<file path="src/rtl/lbist_pkg.sv">
package lbist_pkg;
  localparam logic [6:0] PRBS_SEED = 7'h7F;

  typedef enum logic [1:0] {
    CHK_IDLE  = 2'd0,
    CHK_ALIGN = 2'd1,
    CHK_LIVE  = 2'd2
  } chk_state_e;

  function automatic logic [6:0] prbs7_step(input logic [6:0] s);
    return {s[5:0], s[6] ^ s[5]};
  endfunction
endpackage

</file>
<file path="src/rtl/lbist_prbs_gen.sv">
module lbist_prbs_gen #(
  parameter int W = 8
) (
  input  logic         clk,
  input  logic         rst,
  input  logic         seed_load,
  input  logic         advance,
  output logic [W-1:0] ref_word
);
  import lbist_pkg::*;

  logic [6:0]   st_q;
  logic [6:0]   st_nxt;
  logic [6:0]   walk;
  logic [W-1:0] word;

  // Unroll W single-bit steps to form one word and the following state
  always_comb begin
    walk = st_q;
    word = '0;
    for (int i = 0; i < W; i++) begin
      walk = prbs7_step(walk);
      word = {word[W-2:0], walk[0]};
    end
    st_nxt = walk;
  end

  always_ff @(posedge clk) begin
    if (rst || seed_load) st_q <= PRBS_SEED;
    else if (advance)     st_q <= st_nxt;
  end

  assign ref_word = word;
endmodule

</file>
<file path="src/rtl/lbist_frame_chk.sv">
module lbist_frame_chk #(
  parameter int W    = 8,
  parameter int SKIP = 2
) (
  input  logic         clk,
  input  logic         rst,
  input  logic         start,
  input  logic         active,
  input  logic         frm_valid,
  input  logic         lock,
  input  logic [W-1:0] rx_word,
  input  logic [W-1:0] ref_word,
  output logic         advance,
  output logic         err_pulse
);
  import lbist_pkg::*;

  localparam int SKW = $clog2(SKIP + 2);
  localparam logic [SKW-1:0] SKIP_LD = SKW'(SKIP);

  chk_state_e     state_q;
  logic [SKW-1:0] skip_q;
  logic           accept;
  logic           mismatch;

  assign accept   = active && frm_valid && lock;
  assign advance  = accept;
  assign mismatch = accept && (state_q == CHK_LIVE) && (rx_word != ref_word);

  always_ff @(posedge clk) begin
    if (rst) begin
      state_q <= CHK_IDLE;
      skip_q  <= '0;
    end else if (start) begin
      state_q <= (SKIP == 0) ? CHK_LIVE : CHK_ALIGN;
      skip_q  <= SKIP_LD;
    end else if (!active) begin
      state_q <= CHK_IDLE;
    end else if (accept && state_q == CHK_ALIGN) begin
      skip_q <= skip_q - 1'b1;
      if (skip_q == SKW'(1)) state_q <= CHK_LIVE;
    end
  end

  always_ff @(posedge clk) begin
    if (rst) err_pulse <= 1'b0;
    else     err_pulse <= mismatch;
  end
endmodule

</file>
<file path="src/rtl/lbist_verdict.sv">
module lbist_verdict #(
  parameter int CNT_W = 16
) (
  input  logic             clk,
  input  logic             rst,
  input  logic             start,
  input  logic             running,
  input  logic             err_pulse,
  output logic             pass_out,
  output logic [CNT_W-1:0] err_cnt
);
  localparam logic [CNT_W-1:0] CNT_MAX = {CNT_W{1'b1}};

  logic verdict_q;
  logic level;

  always_ff @(posedge clk) begin
    if (rst || start)   verdict_q <= 1'b1;
    else if (err_pulse) verdict_q <= 1'b0;
  end

  always_ff @(posedge clk) begin
    if (rst || start) err_cnt <= '0;
    else if (err_pulse && err_cnt != CNT_MAX) err_cnt <= err_cnt + 1'b1;
  end

  // Level: high while running, held verdict otherwise.
  assign level = running ? 1'b1 : verdict_q;
  // Error flag gated by the low phase of the clock gives a half-period pulse.
  assign pass_out = level & ~(err_pulse & ~clk);
endmodule

</file>
<file path="src/rtl/lbist_err_mon.sv">
module lbist_err_mon #(
  parameter int W     = 8,
  parameter int SKIP  = 2,
  parameter int CNT_W = 16
) (
  input  logic             clk,
  input  logic             rst,
  input  logic             test_en,
  input  logic             clk_src_sel,
  input  logic             link_lock,
  input  logic             rx_valid,
  input  logic [W-1:0]     rx_word,
  output logic             pattern_req,
  output logic             clk_sel_o,
  output logic             pass_out,
  output logic [CNT_W-1:0] err_cnt
);
  logic         run_q;
  logic         start;
  logic         active;
  logic         advance;
  logic         err_pulse;
  logic [W-1:0] ref_word;

  always_ff @(posedge clk) begin
    if (rst) begin
      run_q     <= 1'b0;
      clk_sel_o <= 1'b0;
    end else begin
      run_q     <= test_en;
      clk_sel_o <= clk_src_sel;
    end
  end

  assign start       = test_en & ~run_q;
  assign active      = test_en & run_q;
  assign pattern_req = run_q;

  lbist_prbs_gen #(.W(W)) prbs_i (
    .clk       (clk),
    .rst       (rst),
    .seed_load (start),
    .advance   (advance),
    .ref_word  (ref_word)
  );

  lbist_frame_chk #(.W(W), .SKIP(SKIP)) chk_i (
    .clk       (clk),
    .rst       (rst),
    .start     (start),
    .active    (active),
    .frm_valid (rx_valid),
    .lock      (link_lock),
    .rx_word   (rx_word),
    .ref_word  (ref_word),
    .advance   (advance),
    .err_pulse (err_pulse)
  );

  lbist_verdict #(.CNT_W(CNT_W)) vrd_i (
    .clk       (clk),
    .rst       (rst),
    .start     (start),
    .running   (run_q),
    .err_pulse (err_pulse),
    .pass_out  (pass_out),
    .err_cnt   (err_cnt)
  );
endmodule

</file>
<file path="config.mk">
export PLATFORM = sky130hd
export DESIGN_NAME = lbist_err_mon
export DESIGN_NICKNAME = d
export VERILOG_FILES = /design/src/rtl/lbist_pkg.sv /design/src/rtl/lbist_prbs_gen.sv /design/src/rtl/lbist_frame_chk.sv /design/src/rtl/lbist_verdict.sv /design/src/rtl/lbist_err_mon.sv
export SDC_FILE = /design/constraint.sdc
export NUM_CORES = 1
export LEC_CHECK = 0
export BUFFER_PORTS_ARGS = -buffer_cell sky130_fd_sc_hd__buf_4
export CAP_MARGIN = 20
export CORE_MARGIN = 3
export CORE_UTILIZATION = 40
export DETAILED_ROUTE_END_ITERATION = 8
export GPL_TIMING_DRIVEN = 0
export PLACE_DENSITY_LB_ADDON = 0.15
export SLEW_MARGIN = 40
export SYNTH_ARGS = -nofsm -noshare
export SYNTH_HDL_FRONTEND = slang
export SYNTH_HIERARCHICAL = 1
export SYNTH_SLANG_ARGS = --single-unit
</file>
<file path="constraint.sdc">
create_clock -name clk -period 4.3 [get_ports clk]
set_input_delay 1.29 -clock clk [delete_from_list [all_inputs] [get_ports clk]]
set_output_delay 1.29 -clock clk [all_outputs]
set_load 0.01 [all_outputs]
</file>
==> run metrics, run 1 <==
Num CTS Buffers 5; DP Cell Count 255; Clock power frac 40.4%; RSZ-0062 raised after global routing no; syn avg cell area 9.42 um2; r2r setup slk 2.49 ns; Setup crit end pass_out; asr flop ratio synth 0%; GPL Wtd Cong 0.766; sw power 0.000135 W; WP data arrival 2.70 ns; diode count 0; htree depth 2; Via Count 1,470; Resized cells post-CTS 0; fin. max-slew vios 0; synthesized area 0.00165 mm2; TNS Setup 0 ns; Post-synth EDFFs 0; Slew Limit Headroom 66.4%; Routed Antenna Nets 0; synth-to-layout area growth 23.2%; Top FF cell, synth dfxtp_1; Post-synth top cells dfxtp_1 (31), xor2_1 (16), nor2_1 (13); Setup-failing EPs final 0; global route overflow 0; post-synth cell types 50; number of cells on the worst reg-to-reg path 5; Skew-Pair Late Insertion Delay 0.28 ns; Syn Inst Count 175; die width 70.2 um; Synth Net Count 191; Residual DRC 0; Design Area, Final 0.00203 mm2; synth warn 6; Filler Cells Inserted 364; final net count 230; worst hold-check path type reg -> reg; initial core utilization 43.1%; number of global-route vias before repair 1,423; post-CTS setup buffers 0; layout cells sized above 1 24.7%; IO Pins 33; crit path kind clk -> out; drt first-iter violations 96; Final Hold Viols 0; PortBufs 32; ranking of synthesized cells by area dfxtp_1 (38%), xor2_1 (8.5%), a2111o_1 (4.1%); Critical Path End Type output port; Sw Ratio 24.3%; reg2reg start vrd_i/err_cnt[0]; worst setup path startpoint clk; CTS Hold Bufs 0; Power Dens Cells 274 mW/mm2; Longest Clk Path Bufs 2; Core Region 0.00383 mm2; Die Y 70.2 um; largest area contributor in the netlist dfxtp_1; final worst clock skew 0.00756 ns; Reg-to-Reg End vrd_i/err_cnt[15]; worst slew pin tran 0.500 ns; outcome completed; maxcap violations 0; Die Area 0.00493 mm2; initial antenna violation count 0; Synth Register Bits 31; first-pass GRT wire length 6280 um; final wirelength 3730 um; DR vias/cell 5.59; WL per Instance 14.2 um; register share of total power 52.7%; startpoint types clock port; Leak 0.818 nW; Finished Layout Cells 263; largest net degree at the start of global routing 18; root buffer cell clkbuf_8; CTS tree yes; Seq/Total Area, Yosys 37.7%; WP data required 3.01 ns; most frequent cell after synthesis dfxtp_1; Synth top area share 37.7%; GRT Util Overall 15.6%; num rows 22; HPWL after DPL 2760 um; TritonRoute pass-1 iters 4; Int Pwr 0.000421 W; Logic pwr share 7.0%; Crit Path Max Fanout 9; peak supply drop 0.167 mV; Reg clk slew, reported paths 0.06 ns; Area after DPL 0.00195 mm2
==> final cells by class <==
type / count / area [um2] / area share, %
Buffer: 4 / 27.5 / 1.36
Clock buffer: 7 / 80.1 / 3.95
Clock inverter: 3 / 12.5 / 0.617
Inverter: 7 / 26.3 / 1.29
Multi-Input combinational cell: 132 / 970 / 47.8
Sequential cell: 31 / 621 / 30.6
Tap cell: 48 / 60.1 / 2.96
Timing Repair Buffer: 31 / 233 / 11.5
==> through the flow <==
step	hold slack, ns	utilization [%]	setup slack (ns)	total power (W)
floorplan	0.444	-	0.740	0.000322
global placement	0.464	50.9	0.630	0.000340
detailed placement	0.479	50.9	0.629	0.000342
CTS	0.486	53.0	0.294	0.000559
global route	0.508	53.0	0.264	0.000578
finish	0.485	53.0	0.308	0.000555
==> power groups by stage <==
| stage | combinational [W] | sequential (W) | clock, W |
|---|---|---|---|
| floorplan | 0.0000193 | 0.000299 | 0.00000334 |
| global placement | 0.0000374 | 0.000299 | 0.00000334 |
| detailed placement | 0.0000391 | 0.000299 | 0.00000334 |
| CTS | 0.0000392 | 0.000293 | 0.000227 |
| global route | 0.0000426 | 0.000293 | 0.000243 |
| finish | 0.0000387 | 0.000293 | 0.000224 |
==> registers in the layout (all words and copies together) (netlist names) <==
register	count
clk_sel_o	1
pattern_req	1
chk_i/skip_q	2
chk_i/state_q	2
vrd_i/verdict_q	1
vrd_i/err_cnt	16
prbs_i/st_q	7
chk_i/err_pulse	1
==> critical path, stage by stage <==
cell and delay [ns]:
clkbuf_8 0.13, clkbuf_8 0.15, inv_1 0.06, a21oi_1 0.06, buf_4 0.15
==> cell usage in the layout (no fill, tap or decap), types with 2 or more instances in the layout <==
cell type / netlist / final
a2111o_1: 6 / 6
a211oi_1: 2 / 2
a21oi_1: 11 / 11
a31oi_1: 3 / 3
and3_1: 2 / 2
and4_1: 4 / 4
buf_4: 1 / 33
clkbuf_1: 1 / 2
clkbuf_8: 0 / 5
dfxtp_1: 31 / 31
ha_1: 2 / 2
inv_1: 8 / 9
nand2_1: 7 / 7
nand3_1: 5 / 5
nand4_1: 5 / 5
nor2_1: 13 / 13
nor2b_1: 7 / 7
nor3_1: 2 / 2
nor4_1: 3 / 3
o21ai_0: 9 / 9
o31ai_1: 2 / 2
or3_1: 6 / 6
or4_1: 2 / 2
xor2_1: 16 / 16
==> per-layer routing <==
layer	global-route usage, %	wire, um	up-vias
li1	-	-	734
met1	17.6	1640	700
met2	27.3	1890	30
met3	5.61	164	6
met4	4.89	34	0
met5	0	0	-
==> how the worst min path moves through the flow <==
stage / startpoint / to / slack, ns / depth (start not counted)
finish: chk_i/skip_q[1] / chk_i/skip_q[1] / 0.48 / 2
global route: vrd_i/verdict_q / vrd_i/verdict_q / 0.51 / 2
CTS: chk_i/skip_q[1] / chk_i/skip_q[1] / 0.49 / 2
detailed placement: chk_i/skip_q[1] / chk_i/skip_q[1] / 0.48 / 2
global placement: chk_i/skip_q[1] / chk_i/skip_q[1] / 0.46 / 2
floorplan: chk_i/skip_q[1] / chk_i/skip_q[1] / 0.44 / 2
==> cells by family after synthesis <==
group,synth area share (%)
AND/OR/NAND/NOR,26.4
flip-flops,37.7
XOR/XNOR,10.4
buffers and inverters,3.49
adder cells (fa/ha/maj),1.52
AO/OA/AOI/OAI,19.9
multiplexers,0.607
No activity file was read; power rests on OpenSTA's default activity.
==> inputs of run 2 (changes only) <==
--- a/config.mk
+++ b/config.mk
@@ -5,6 +5,7 @@
 export SDC_FILE = /design/constraint.sdc
 export NUM_CORES = 1
 export LEC_CHECK = 0
+export ABC_AREA = 1
 export BUFFER_PORTS_ARGS = -buffer_cell sky130_fd_sc_hd__buf_4
 export CAP_MARGIN = 20
 export CORE_MARGIN = 3
==> run 2 against run 1 <==
Clock skew is 0.0037 ns lower. Critical endpoint unchanged. First-iteration DRC count fell by 44%. Wire length up 7.5%. Clock-buffer cell count up 3. Highest routed layer unchanged.
==> run metrics, run 2 <==
outcome completed; IO Pins 33; num rows 23; Final Hold Viols 0; r2r setup slk 2.73 ns; drt first-iter violations 54; CTS Hold Bufs 0; Compound-Gate Fraction of Synth Area 5.68%; Setup-failing EPs final 0; crit-path most repeated cell clkbuf_8; startpoint types clock port; Hold Crit Start vrd_i/verdict_q; largest net degree at the start of global routing 11; asr flop ratio synth 0%; Skew-Pair Late Insertion Delay 0.39 ns; Storage cell area 621 um2; met1 WL 1830 um; TritonRoute pass-1 iters 4; Via Count 1,802; post-synth cell types 28; Post-Synth Adder-Cell Area 1.37%; Critical Path End Type output port; DP Cell Count 377; synth-to-layout area growth 25.3%; worst slew pin tran 0.573 ns; maxcap violations 0; post-synthesis mux area share 0%; XOR/XNOR Fraction of Synth Area 2.40%; worst path bufs/invs 3; Sw Ratio 21.1%; Logic pwr share 6.0%; WL per Instance 10.3 um; Leak 1.03 nW; Die Y 73.6 um; RSZ-0062 raised after global routing no; WP data required 3.01 ns; Clock power frac 52.5%; GRT Util Overall 16.9%; WP data arrival 2.69 ns; CP max stage delay 0.17 ns; largest area contributor in the netlist dfxtp_1; ranking of synthesized cells by area dfxtp_1 (34%), nand2_1 (20%), nor2_1 (12%); Crit Path Max Fanout 2; initial antenna violation count 0; fin. max-slew vios 0; CTS tree yes; Met2 Wirelength 1910 um; global route overflow 0; synth warn 6; biggest regs vrd_i/err_cnt (16), prbs_i/st_q (7); Resized cells post-CTS 0; register share of total power 41.5%; syn avg cell area 6.20 um2; Die Area 0.00542 mm2; DR vias/cell 4.64; synthesized area 0.00183 mm2; Syn Inst Count 295; PortBufs 32; final worst clock skew 0.00389 ns; peak supply drop 0.179 mV; Synth Register Bits 31; Finished Layout Cells 388; simple-gate share of the synthesized area 46.5%; most common cell after layout, fill and taps aside nand2_1; Slew Limit Headroom 61.6%; largest family of logic cells by synthesized area simple AND/OR/NAND/NOR gates; sw power 0.000149 W; most frequent cells in the layout nand2_1 (96), nor2_1 (57), inv_1 (39), buf_4 (32), dfxtp_1 (31); top sig layer met4; Post-synth top cells nand2_1 (96), nor2_1 (57), inv_1 (39); diode count 0; Power Dens Cells 308 mW/mm2; Largest delay share family, worst path buffers and inverters; layout cells sized above 1 19.5%; final wirelength 4010 um; reg2reg start pattern_req; Crit-path slowest cell o22a_1; Synth top area share 33.9%; TNS Setup 0 ns; worst hold-check path type reg -> reg; worst-path cell chain clkbuf_8 > clkbuf_8 > o22a_1 > buf_4; first-pass GRT wire length 7100 um; met3 wire len 186 um; max FFs per register 16; Core Region 0.00420 mm2; number of cells on the worst reg-to-reg path 5; most frequent cell after synthesis nand2_1; Top FF cell, synth dfxtp_1; Residual DRC 0; Seq/Total Area, Yosys 33.9%; Largest Register vrd_i/err_cnt; Int Pwr 0.000557 W; Hold EP vrd_i/verdict_q; final net count 353; post-CTS setup buffers 0; multi-input combinational cell area 0.00102 mm2; Reg clk slew, reported paths 0.06 ns; initial core utilization 43.5%; crit path kind clk -> out; Synth Net Count 311; Reg-to-Reg End vrd_i/err_cnt[9]; Routed Antenna Nets 0; WHS Path Cells 2; HPWL after DPL 2970 um; Filler Cells Inserted 433; number of global-route vias before repair 1,703; Post-synth EDFFs 0; die width 73.6 um; GPL Wtd Cong 0.778
[run 2: cells by family (layout without fill, tap and decap cells)]
group / count (synthesis) / count (layout)
fa+ha+maj: 2 / 2
buf+inv: 46 / 89
flops: 31 / 31
xor+xnor: 5 / 5
simple gates: 192 / 192
compound gates: 19 / 19
[run 2: worst reg2reg max path: stages (launching register included)]
cell	delay, ns
dfxtp_1	0.39
nor2_1	0.12
nor2_1	0.48
buf_2	0.34
inv_1	0.06
nor2_1	0.12
[run 2: final cells by class]
cell class,instances,area share [%]
multi-input combinational,218,44.7
sequential,31,27.1
timing repair buffer,31,10.2
inverter,42,6.89
clock buffer,10,5.74
tap,50,2.73
clock inverter,2,1.53
buffer,4,1.15
[run 2: power by group through the flow]
stage / sequential, W / clock [W] / combinational [W]
6_report: 0.000293 / 0.000371 / 0.0000424
5_1_grt: 0.000293 / 0.000397 / 0.0000497
4_1_cts: 0.000293 / 0.000381 / 0.0000429
3_5_place_dp: 0.000299 / 0.000000797 / 0.0000427
3_3_place_gp: 0.000299 / 0.000000797 / 0.0000420
2_1_floorplan: 0.000299 / 0.000000797 / 0.0000248
[run 2: how the worst max path moves through the flow]
| stage | start | depth (start not counted) | to | slack, ns |
|---|---|---|---|---|
| 3_5_place_dp | clk | 2 | pass_out | 0.58 |
| 5_1_grt | clk | 4 | pass_out | 0.28 |
| 3_3_place_gp | clk | 2 | pass_out | 0.58 |
| 2_1_floorplan | clk | 1 | pass_out | 0.66 |
| 6_report | clk | 4 | pass_out | 0.32 |
| 4_1_cts | clk | 4 | pass_out | 0.30 |
[run 2: through the flow]
stage / area, um2 / utilization (%) / power [W] / hold WS [ns] / setup WS, ns
after global placement: 2130 / 50.7 / 0.000342 / 0.436 / 0.575
after CTS: 2290 / 54.5 / 0.000716 / 0.453 / 0.301
final: 2290 / 54.5 / 0.000706 / 0.452 / 0.315
after detailed placement: 2130 / 50.7 / 0.000343 / 0.440 / 0.575
after floorplan: 1830 / - / 0.000325 / 0.419 / 0.663
after global routing: 2290 / 54.5 / 0.000740 / 0.471 / 0.281
[run 2: layer usage]
metal,track usage (%),vias to the layer above
met1,19.6,785
li1,-,976
met5,0,-
met2,28.3,32
met3,5.20,9
met4,7.85,0
